[config.mk]
export PLATFORM = sky130hd
export DESIGN_NAME = mmu_fault_classifier
export DESIGN_NICKNAME = d
export VERILOG_FILES = /design/src/rtl/mmu_fc_pkg.sv /design/src/rtl/mmu_addr_screen.sv /design/src/rtl/mmu_cause_map.sv /design/src/rtl/mmu_refill_regs.sv /design/src/rtl/mmu_fault_classifier.sv
export SDC_FILE = /design/constraint.sdc
export NUM_CORES = 1
export LEC_CHECK = 0
export CELL_PAD_IN_SITES_DETAIL_PLACEMENT = 1
export CELL_PAD_IN_SITES_GLOBAL_PLACEMENT = 1
export CORE_ASPECT_RATIO = 0.75
export CORE_MARGIN = 2
export CORE_UTILIZATION = 38
export DETAILED_ROUTE_END_ITERATION = 10
export DONT_BUFFER_PORTS = 1
export HOLD_SLACK_MARGIN = 0.15
export PLACE_DENSITY = 0.76
export RECOVER_POWER = 25
export SYNTH_ARGS = -nofsm -noshare
export SYNTH_HDL_FRONTEND = slang
export SYNTH_SLANG_ARGS = --single-unit
[constraint.sdc]
create_clock -name clk -period 1.4 [get_ports clk]
set_input_delay 0.21 -clock clk [delete_from_list [all_inputs] [get_ports clk]]
set_output_delay 0.21 -clock clk [all_outputs]
set_load 0.1 [all_outputs]
[src/rtl/mmu_fc_pkg.sv]
// Package: shared encodings for the translation fault classifier.
// Assumes the TLB result and the cause codes keep the values listed in the brief.
package mmu_fc_pkg;

    typedef enum logic [1:0] {
        RES_HIT     = 2'd0,
        RES_MISS    = 2'd1,
        RES_INVALID = 2'd2,
        RES_DIRTY   = 2'd3
    } tlb_res_e;

    typedef enum logic [2:0] {
        CAUSE_NONE     = 3'd0,
        CAUSE_MODIFIED = 3'd1,
        CAUSE_TLB_LD   = 3'd2,
        CAUSE_TLB_ST   = 3'd3,
        CAUSE_ADDR_LD  = 3'd4,
        CAUSE_ADDR_ST  = 3'd5
    } cause_e;

    typedef struct packed {
        logic   fault;
        cause_e cause;
        logic   err;
        logic   hit;
    } verdict_t;

endpackage

[src/rtl/mmu_addr_screen.sv]
// Module: mmu_addr_screen
// Sorts a request address into bad, mapped or pass-through from the privilege
// mode and the error-level flag. Assumes the mapped/unmapped split is the top
// address bit; only that bit is passed in.
module mmu_addr_screen (
    input  logic va_top,
    input  logic user_mode,
    input  logic err_level,
    output logic bad_addr,
    output logic mapped,
    output logic bypass
);
    // Classify the address region for the current mode.
    always_comb begin
        bad_addr = user_mode && va_top;
        mapped   = !va_top && !err_level;
        bypass   = !bad_addr && !mapped;
    end
endmodule

[src/rtl/mmu_cause_map.sv]
// Module: mmu_cause_map
// Turns the screening outcome and the TLB result into a fault verdict: cause
// code, refill flag and hit flag. Assumes the TLB result is only meaningful
// when the address is mapped; a bad address takes priority over everything.
module mmu_cause_map
    import mmu_fc_pkg::*;
(
    input  logic     bad_addr,
    input  logic     mapped,
    input  logic     is_write,
    input  tlb_res_e tlb_res,
    output verdict_t verdict
);
    // Pick the load or store flavour of each direction-dependent cause.
    cause_e tlb_dir_cause;
    cause_e addr_dir_cause;

    // Direction-dependent cause selection.
    always_comb begin
        tlb_dir_cause  = is_write ? CAUSE_TLB_ST  : CAUSE_TLB_LD;
        addr_dir_cause = is_write ? CAUSE_ADDR_ST : CAUSE_ADDR_LD;
    end

    // Priority decode: bad address, then TLB result, else no fault.
    always_comb begin
        verdict.fault = 1'b0;
        verdict.cause = CAUSE_NONE;
        verdict.err   = 1'b0;
        verdict.hit   = 1'b0;
        if (bad_addr) begin
            verdict.fault = 1'b1;
            verdict.cause = addr_dir_cause;
        end else if (mapped) begin
            unique case (tlb_res)
                RES_HIT: begin
                    verdict.hit = 1'b1;
                end
                RES_MISS: begin
                    verdict.fault = 1'b1;
                    verdict.cause = tlb_dir_cause;
                    verdict.err   = 1'b1;
                end
                RES_INVALID: begin
                    verdict.fault = 1'b1;
                    verdict.cause = tlb_dir_cause;
                end
                RES_DIRTY: begin
                    verdict.fault = 1'b1;
                    verdict.cause = CAUSE_MODIFIED;
                end
                default: begin
                    verdict.fault = 1'b0;
                end
            endcase
        end
    end
endmodule

[src/rtl/mmu_refill_regs.sv]
// Module: mmu_refill_regs
// Builds next values of the context and entry-high registers from the
// page-pair number of the faulting address. Assumes the page-pair number is
// the address bits above PAGE_BITS and that ASID_W <= PAGE_BITS + 1.
module mmu_refill_regs #(
    parameter int VA_W      = 32,
    parameter int PAGE_BITS = 12,
    parameter int ASID_W    = 8,
    parameter int CTX_PAD   = 4,
    localparam int VPN2_W   = VA_W - PAGE_BITS - 1,
    localparam int KEEP_W   = VA_W - VPN2_W - CTX_PAD,
    localparam int GAP_W    = PAGE_BITS + 1 - ASID_W
) (
    input  logic [VPN2_W-1:0] vpn2,
    input  logic [KEEP_W-1:0] ctx_keep,
    input  logic [ASID_W-1:0] asid,
    output logic [VA_W-1:0]   ctx_next,
    output logic [VA_W-1:0]   ehi_next
);
    // Context: preserved base bits, page-pair number, cleared pad.
    always_comb begin
        ctx_next = {ctx_keep, vpn2, {CTX_PAD{1'b0}}};
    end

    // Entry-high: page-pair number, cleared gap, preserved identifier.
    generate
        if (GAP_W > 0) begin : g_gap
            always_comb begin
                ehi_next = {vpn2, {GAP_W{1'b0}}, asid};
            end
        end else begin : g_nogap
            always_comb begin
                ehi_next = {vpn2, asid};
            end
        end
    endgenerate
endmodule

[src/rtl/mmu_fault_classifier.sv]
// Module: mmu_fault_classifier (top)
// Screens a translation request, asks the TLB for mapped addresses, classifies
// the result into a cause and registers the outcome together with updated
// refill registers. Assumes the TLB answers combinationally in the request
// cycle while lookup_en is high.
module mmu_fault_classifier
    import mmu_fc_pkg::*;
#(
    parameter int VA_W      = 32,
    parameter int PAGE_BITS = 12,
    parameter int ASID_W    = 8,
    parameter int CTX_PAD   = 4
) (
    input  logic            clk,
    input  logic            rst_n,
    input  logic            req_valid,
    input  logic [VA_W-1:0] vaddr,
    input  logic            is_write,
    input  logic            user_mode,
    input  logic            err_level,
    output logic            lookup_en,
    input  logic [1:0]      tlb_res,
    input  logic [VA_W-1:0] tlb_paddr,
    input  logic            tlb_dirty,
    input  logic [VA_W-1:0] cur_context,
    input  logic [VA_W-1:0] cur_entryhi,
    output logic            fault,
    output logic [2:0]      cause,
    output logic            err_code,
    output logic            xlat_valid,
    output logic [VA_W-1:0] paddr,
    output logic            wr_perm,
    output logic [VA_W-1:0] context_out,
    output logic [VA_W-1:0] entryhi_out
);
    localparam int VPN2_W = VA_W - PAGE_BITS - 1;
    localparam int KEEP_W = VA_W - VPN2_W - CTX_PAD;

    logic            bad_addr;
    logic            mapped;
    logic            bypass;
    verdict_t        verdict;
    logic [VA_W-1:0] ctx_next;
    logic [VA_W-1:0] ehi_next;
    logic [VA_W-1:0] pa_next;
    logic            wp_next;

    logic            fault_q;
    cause_e          cause_q;
    logic            err_q;
    logic            xv_q;
    logic [VA_W-1:0] pa_q;
    logic            wp_q;
    logic [VA_W-1:0] ctx_q;
    logic [VA_W-1:0] ehi_q;

    mmu_addr_screen u_screen (
        .va_top    (vaddr[VA_W-1]),
        .user_mode (user_mode),
        .err_level (err_level),
        .bad_addr  (bad_addr),
        .mapped    (mapped),
        .bypass    (bypass)
    );

    mmu_cause_map u_cause (
        .bad_addr (bad_addr),
        .mapped   (mapped),
        .is_write (is_write),
        .tlb_res  (tlb_res_e'(tlb_res)),
        .verdict  (verdict)
    );

    mmu_refill_regs #(
        .VA_W      (VA_W),
        .PAGE_BITS (PAGE_BITS),
        .ASID_W    (ASID_W),
        .CTX_PAD   (CTX_PAD)
    ) u_refill (
        .vpn2     (vaddr[VA_W-1:PAGE_BITS+1]),
        .ctx_keep (cur_context[VA_W-1:VA_W-KEEP_W]),
        .asid     (cur_entryhi[ASID_W-1:0]),
        .ctx_next (ctx_next),
        .ehi_next (ehi_next)
    );

    // Request a TLB lookup only for mapped addresses of a live request.
    always_comb begin
        lookup_en = req_valid && mapped;
    end

    // Select the physical address and write permission of a good translation.
    always_comb begin
        pa_next = '0;
        wp_next = 1'b0;
        if (verdict.hit) begin
            pa_next = tlb_paddr;
            wp_next = tlb_dirty;
        end else if (bypass) begin
            pa_next = vaddr;
            wp_next = 1'b1;
        end
    end

    // Register the verdict; one-cycle strobe per request.
    always_ff @(posedge clk) begin
        if (!rst_n) begin
            fault_q <= 1'b0;
            cause_q <= CAUSE_NONE;
            err_q   <= 1'b0;
            xv_q    <= 1'b0;
            pa_q    <= '0;
            wp_q    <= 1'b0;
        end else if (req_valid) begin
            fault_q <= verdict.fault;
            cause_q <= verdict.cause;
            err_q   <= verdict.err;
            xv_q    <= !verdict.fault;
            pa_q    <= pa_next;
            wp_q    <= wp_next;
        end else begin
            fault_q <= 1'b0;
            cause_q <= CAUSE_NONE;
            err_q   <= 1'b0;
            xv_q    <= 1'b0;
            pa_q    <= '0;
            wp_q    <= 1'b0;
        end
    end

    // Load the refill registers on a fault, hold them otherwise.
    always_ff @(posedge clk) begin
        if (!rst_n) begin
            ctx_q <= '0;
            ehi_q <= '0;
        end else if (req_valid && verdict.fault) begin
            ctx_q <= ctx_next;
            ehi_q <= ehi_next;
        end
    end

    // Drive the registered outputs.
    always_comb begin
        fault       = fault_q;
        cause       = cause_q;
        err_code    = err_q;
        xlat_valid  = xv_q;
        paddr       = pa_q;
        wr_perm     = wp_q;
        context_out = ctx_q;
        entryhi_out = ehi_q;
    end
endmodule

==> tab_implementation.tex, run 1 <==
\begin{tabular}{lr}
\hline
Metric & Value \\
\hline
\multicolumn{2}{l}{\textbf{Run status}} \\
\quad Result of the run & aborted with a tool error \\
\quad Last stage the flow got to & 4\_1\_cts \\
\quad First Err & [ERROR RSZ-0060] Max buffer count reached. \\
\multicolumn{2}{l}{\textbf{Synth}} \\
\quad Synth warnings & 0 \\
\quad Most common cell in the synthesized netlist & sky130\_fd\_sc\_hd\_\_nand2\_1 \\
\quad Synth area leaders & sky130\_fd\_sc\_hd\_\_dfxtp\_1 48\%, sky130\_fd\_sc\_hd\_\_nand2\_1 12\%, sky130\_fd\_sc\_hd\_\_mux2i\_1 11\% \\
\quad Count of flip-flops with a built-in enable after synthesis & 0 \\
\quad Synthesized area per cell & 8.80 um\^{}2 \\
\quad List of most frequent post-synthesis cells & 103 x sky130\_fd\_sc\_hd\_\_nand2\_1, 75 x sky130\_fd\_sc\_hd\_\_dfxtp\_1, 35 x sky130\_fd\_sc\_hd\_\_mux2i\_1, 33 x sky130\_fd\_sc\_hd\_\_a21oi\_1, 32 x sky130\_fd\_sc\_hd\_\_o21ai\_0 \\
\quad Count of mapped cells out of synthesis & 355 \\
\quad Sequential share of the synthesized area & 48.1\% \\
\quad Total of flip-flops plus latches after synthesis & 75 \\
\quad Area share of the largest cell type after synthesis & 48.1\% \\
\quad Most frequently used flop master after synthesis & sky130\_fd\_sc\_hd\_\_dfxtp\_1 \\
\quad Post-synthesis cell type with the largest combined area & sky130\_fd\_sc\_hd\_\_dfxtp\_1 \\
\quad Area of the mapped netlist & 0.00312 mm\^{}2 \\
\quad Async set or reset register ratio after synthesis & 0\% \\
\quad Count of different cell masters after synthesis & 28 \\
\multicolumn{2}{l}{\textbf{Clock network}} \\
\quad Largest buffer count on any clock path & 2 \\
\quad Total clock buffers created by CTS & 9 \\
\quad Buffers inserted by post-CTS timing repair & 0 \\
\quad Number of clock sinks & 75 \\
\quad Level count of the clock H-tree & 3 \\
\quad Root buffer cell & sky130\_fd\_sc\_hd\_\_clkbuf\_8 \\
\quad CTS hold repair buffers & 104 \\
\quad Post-CTS Resized & 0 \\
\multicolumn{2}{l}{\textbf{Placed design}} \\
\quad HPWL after detailed placement & 6.79 mm \\
\quad Count of input and output buffers & 0 \\
\quad Gp weighted congestion & 0.726 \\
\quad Count of placed standard cells including taps & 502 \\
\quad Setup slack at placement & -0.0786 ns \\
\quad Placed Instance Area & 0.00389 mm\^{}2 \\
\multicolumn{2}{l}{\textbf{Floorplan}} \\
\quad Initial cell density of the core & 39.4\% \\
\quad Core Rows & 28 \\
\quad Vert. Die Dim & 82.5 um \\
\quad Width of the die & 109 um \\
\quad Top-level I/O count & 241 \\
\hline
\end{tabular}
## metrics by stage
| step | hold slack (ns) | setup TNS [ns] |
|---|---|---|
| global placement | 0.290 | 0 |
| floorplan | 0.287 | 0 |
| detailed placement | 0.291 | -0.545 |
## kinds of logic after synthesis
kind of cell | after synthesis | synth area share, %
mux | 35 | 11.2
other cells | 1 | 0.120
simple gates | 118 | 16.0
buf+inv | 55 | 12.2
compound gates | 68 | 11.2
flops | 75 | 48.1
fa+ha+maj | 3 | 1.20
==> run 2: changes to the inputs <==
CELL_PAD_IN_SITES_DETAIL_PLACEMENT = default   (was 1)
CELL_PAD_IN_SITES_GLOBAL_PLACEMENT = default   (was 1)
CORE_ASPECT_RATIO = default   (was 0.75)
CORE_UTILIZATION = 25   (was 38)
HOLD_SLACK_MARGIN = default   (was 0.15)
PLACE_DENSITY = default   (was 0.76)
PLACE_DENSITY_LB_ADDON = 0.15   (was default)
clock period = 1.8 ns   (was 1.4 ns; I/O delays follow)
==> run 2 against run 1 <==
  * The flow now finishes without violations
  * Synthesized cell count is the same
  * Area after synthesis is the same
==> tab_implementation.tex, run 2 <==
\begin{tabular}{lr}
\hline
Metric & Value \\
\hline
\multicolumn{2}{l}{\textbf{Run status}} \\
\quad Result of the run & finished, final reports clean \\
\multicolumn{2}{l}{\textbf{Detailed routing}} \\
\quad DRC Markers & 0 \\
\quad Number of antenna-violating nets in the routed design & 0 \\
\quad DR iter-0 viols & 73 \\
\quad Vias & 2,498 \\
\quad Wire length per cell after detailed routing & 14.5 um \\
\quad Total routed wirelength & 8.40 mm \\
\quad Router iterations before antenna repair & 4 \\
\quad Per-cell via count in the routed design & 4.31 \\
\multicolumn{2}{l}{\textbf{Synth}} \\
\quad Area share of the largest cell type after synthesis & 48.1\% (unchanged) \\
\quad Synth area leaders & sky130\_fd\_sc\_hd\_\_dfxtp\_1 48\%, sky130\_fd\_sc\_hd\_\_nand2\_1 12\%, sky130\_fd\_sc\_hd\_\_mux2i\_1 11\% \\
\quad Area of the mapped netlist & 0.00312 mm\^{}2 (unchanged) \\
\quad Most common cell in the synthesized netlist & sky130\_fd\_sc\_hd\_\_nand2\_1 \\
\quad Sequential share of the synthesized area & 48.1\% (unchanged) \\
\quad Synth warnings & 0 (unchanged) \\
\quad Count of mapped cells out of synthesis & 355 (unchanged) \\
\quad Most frequently used flop master after synthesis & sky130\_fd\_sc\_hd\_\_dfxtp\_1 \\
\quad Count of flip-flops with a built-in enable after synthesis & 0 (unchanged) \\
\quad Async set or reset register ratio after synthesis & 0\% (unchanged) \\
\quad List of most frequent post-synthesis cells & 103 x sky130\_fd\_sc\_hd\_\_nand2\_1, 75 x sky130\_fd\_sc\_hd\_\_dfxtp\_1, 35 x sky130\_fd\_sc\_hd\_\_mux2i\_1, 33 x sky130\_fd\_sc\_hd\_\_a21oi\_1, 32 x sky130\_fd\_sc\_hd\_\_o21ai\_0 \\
\quad Post-synthesis cell type with the largest combined area & sky130\_fd\_sc\_hd\_\_dfxtp\_1 \\
\quad Synthesized area per cell & 8.80 um\^{}2 (unchanged) \\
\quad Total of flip-flops plus latches after synthesis & 75 (unchanged) \\
\quad Count of different cell masters after synthesis & 28 (unchanged) \\
\multicolumn{2}{l}{\textbf{STA}} \\
\quad Final number of hold-violating endpoints & 0 \\
\quad Slew at the pin closest to its max-slew limit & 0.696 ns \\
\quad Setup violation total in the final timing report & 0 \\
\quad Max\_slew headroom & 53.6\% \\
\quad Max-slew violation count & 0 \\
\quad Part of the cycle the worst path needs & 83.4\% \\
\quad Setup repair after global routing missed its margin & no \\
\quad Worst setup skew after layout & 0 ns \\
\quad Max frequency & 0.666 GHz \\
\quad TNS Setup & 0 ns \\
\quad Minimum clock period & 1.50 ns \\
\multicolumn{2}{l}{\textbf{Power and ir drop}} \\
\quad P per Cell Area & 1120 mW/mm\^{}2 \\
\quad Worst IR drop on VDD & 0.000329 V \\
\quad Portion of total power attributed to the clock network & 38.1\% \\
\quad Part of the power in registers & 37.6\% \\
\quad Overall power of the completed layout & 4690 uW \\
\quad Reported leakage power & 0.00169 uW \\
\quad Switching portion of total power & 34.6\% \\
\quad Power share of the combinational group & 24.3\% \\
\quad Internal power component & 3060 uW \\
\quad Net Sw Power & 1620 uW \\
\multicolumn{2}{l}{\textbf{Finish}} \\
\quad Filler Cells Inserted & 1,283 \\
\quad Fraction of layout instances using a drive strength above 1 & 28.6\% \\
\quad Max FFs per register & 32 \\
\quad Net count of the finished layout & 547 \\
\quad Top library cells by usage in the layout, fill and taps aside & 103 x sky130\_fd\_sc\_hd\_\_nand2\_1, 60 x sky130\_fd\_sc\_hd\_\_buf\_4, 56 x sky130\_fd\_sc\_hd\_\_dfxtp\_1 \\
\quad Layout overhead on the synthesized area & 33.5\% \\
\quad Antenna diode instance count & 0 \\
\quad Most frequent standard cell in the layout excluding fill and tap cells & sky130\_fd\_sc\_hd\_\_nand2\_1 \\
\multicolumn{2}{l}{\textbf{Critical path}} \\
\quad Critical path launch point type & primary input \\
\quad Cell at the slowest stage of the critical path & sky130\_fd\_sc\_hd\_\_clkbuf\_4 \\
\quad Reg-to-reg setup timing slack & 0.71 ns \\
\quad CP Launch Point & tlb\_res[1] \\
\quad Reg-to-Reg End & entryhi\_out[15] \\
\quad Worst-path fanout max & 36 \\
\quad Cell chain of the critical path & inv\_1 > ha\_1 > nor3\_1 > o21a\_2 > clkbuf\_4 > mux2i\_1 \\
\quad Length in cells of the worst reg-to-reg path & 3 \\
\quad Start of the worst register-to-register path & entryhi\_out[15] \\
\quad WP data arrival & 1.75 ns \\
\quad Top cell family by delay on the critical path & buffers and inverters \\
\quad Number of gates on the worst path with buffers counted & 6 \\
\quad CP Class & primary input to flip-flop \\
\quad Endpoint kind of the worst setup timing path & flip-flop \\
\quad Buf+Inv Stages, Crit Path & 2 \\
\quad Peak per-stage delay on the critical path & 0.55 ns \\
\quad Required time reported for the critical path endpoint & 2.05 ns \\
\multicolumn{2}{l}{\textbf{Hold path}} \\
\quad Type of the most critical hold path & primary input to flip-flop \\
\quad Hold Path Sink & entryhi\_out[19] \\
\quad Hold wc startpoint & vaddr[19] \\
\quad Worst hold path cell count & 2 \\
\multicolumn{2}{l}{\textbf{GRT}} \\
\quad Largest net degree at the start of global routing & 77 \\
\quad Number of antenna violations at the first check in global routing & 0 \\
\quad Overall track demand over capacity in global routing & 12.2\% \\
\quad Global-route wire length before repair & 12.1 mm \\
\quad Via count of the first global-routing pass & 2,298 \\
\quad Leftover overflow at the end of global routing & 0 \\
\multicolumn{2}{l}{\textbf{Clock network}} \\
\quad TritonCTS clock tree & done \\
\quad Clock transition at the register clock pins on the worst setup and hold paths after CTS & 0.06 ns \\
\quad Number of clock sinks & 75 (unchanged) \\
\quad Root buffer cell & sky130\_fd\_sc\_hd\_\_clkbuf\_16 \\
\quad Largest buffer count on any clock path & 2 (unchanged) \\
\quad Clk\_lat worst skew & 0.33 ns \\
\quad Level count of the clock H-tree & 3 (unchanged) \\
\quad Total clock buffers created by CTS & 9 (unchanged) \\
\multicolumn{2}{l}{\textbf{Floorplan}} \\
\quad Vert. Die Dim & 116 um (+40\%) \\
\quad Area of the placeable core & 0.0121 mm\^{}2 \\
\quad Initial cell density of the core & 25.8\% (-14 points) \\
\quad Area of the die & 0.0134 mm\^{}2 \\
\quad Core Rows & 40 (+43\%) \\
\quad Top-level I/O count & 241 (unchanged) \\
\quad Width of the die & 116 um (+6.5\%) \\
\multicolumn{2}{l}{\textbf{Run}} \\
\quad Max-cap violations & 0 \\
\multicolumn{2}{l}{\textbf{Placed design}} \\
\quad HPWL after detailed placement & 5.81 mm (-14\%) \\
\quad Count of input and output buffers & 0 (unchanged) \\
\quad Gp weighted congestion & 0.712 (-1.9\%) \\
\hline
\end{tabular}
-- run 2: through the flow --
step / utilization (%) / cell area (um^2) / cells / hold WS, ns / setup slack (ns)
after detailed placement: 32.1 / 3890 / 561 / 0.353 / 0.305
after global routing: 34.4 / 4170 / 580 / 0.0461 / 0.207
after global placement: 32.1 / 3890 / 561 / 0.352 / 0.348
after CTS: 34.8 / 4220 / 580 / 0.0457 / 0.384
after floorplan: - / 3160 / 363 / 0.347 / 0.156
final: 34.4 / 4170 / 580 / 0.0659 / 0.298
-- run 2: worst reg2reg max path, delay by kind of cell (launching register included) --
| family | cells | cell delay (ns) |
|---|---|---|
| DFF | 1 | 0.31 |
| buffers and inverters | 1 | 0.47 |
| muxes | 1 | 0.13 |
| and+or+nand+nor | 1 | 0.10 |
-- run 2: routing by layer --
| metal | global-route usage (%) | vias to the layer above | wire length [um] |
|---|---|---|---|
| met2 | 20.3 | 98 | 4120 |
| li1 | - | 1241 | - |
| met1 | 13.8 | 1149 | 3500 |
| met5 | 0 | - | 0 |
| met3 | 3.87 | 10 | 602 |
| met4 | 7.14 | 0 | 174 |
-- run 2: worst max-delay path by stage --
stage / end / slack [ns]
after floorplan: entryhi_out[31] / 0.16
after global placement: entryhi_out[29] / 0.35
after detailed placement: context_out[24] / 0.31
after CTS: entryhi_out[13] / 0.38
after global routing: entryhi_out[2] / 0.21
final: entryhi_out[27] / 0.30
-- run 2: cell type report --
type,count,area [um^2],share of cell area (%)
flip-flops and latches,75,1530,36.6
well taps,168,210,5.04
repair buffers,86,866,20.8
clock inverters,5,52.6,1.26
multi-input cells,233,1260,30.3
inverters,2,7.51,0.180
clock buffers,11,243,5.82
-- run 2: what timing repair did --
action / 4_1_cts / 5_1_grt
gates resized for setup: 0 / 0
setup endpoints to repair: 0 / 0
hold buffers: 3 / 0
hold endpoints to repair: 2 / 0
setup buffers: 0 / 0
-- run 2: kinds of logic (layout without fill, tap and decap cells) --
group,after synthesis,in the layout,share of synthesized area [%]
AOI/OAI and AO/OA,68,68,11.2
adders and majority gates,3,3,1.20
buffers and inverters,55,104,12.2
DFF,75,75,48.1
muxes,35,35,11.2
other,1,9,0.120
and+or+nand+nor,118,118,16.0
-- run 2: power groups by stage --
stage / clock [uW] / sequential [uW] / combinational (uW)
6_report: 1780 / 1760 / 1140
5_1_grt: 1930 / 1770 / 1180
4_1_cts: 1870 / 1760 / 1160
3_5_place_dp: 0 / 1800 / 1150
3_3_place_gp: 0 / 1800 / 1150
2_1_floorplan: 0 / 2300 / 504
No activity file was read; power rests on OpenSTA's default activity.
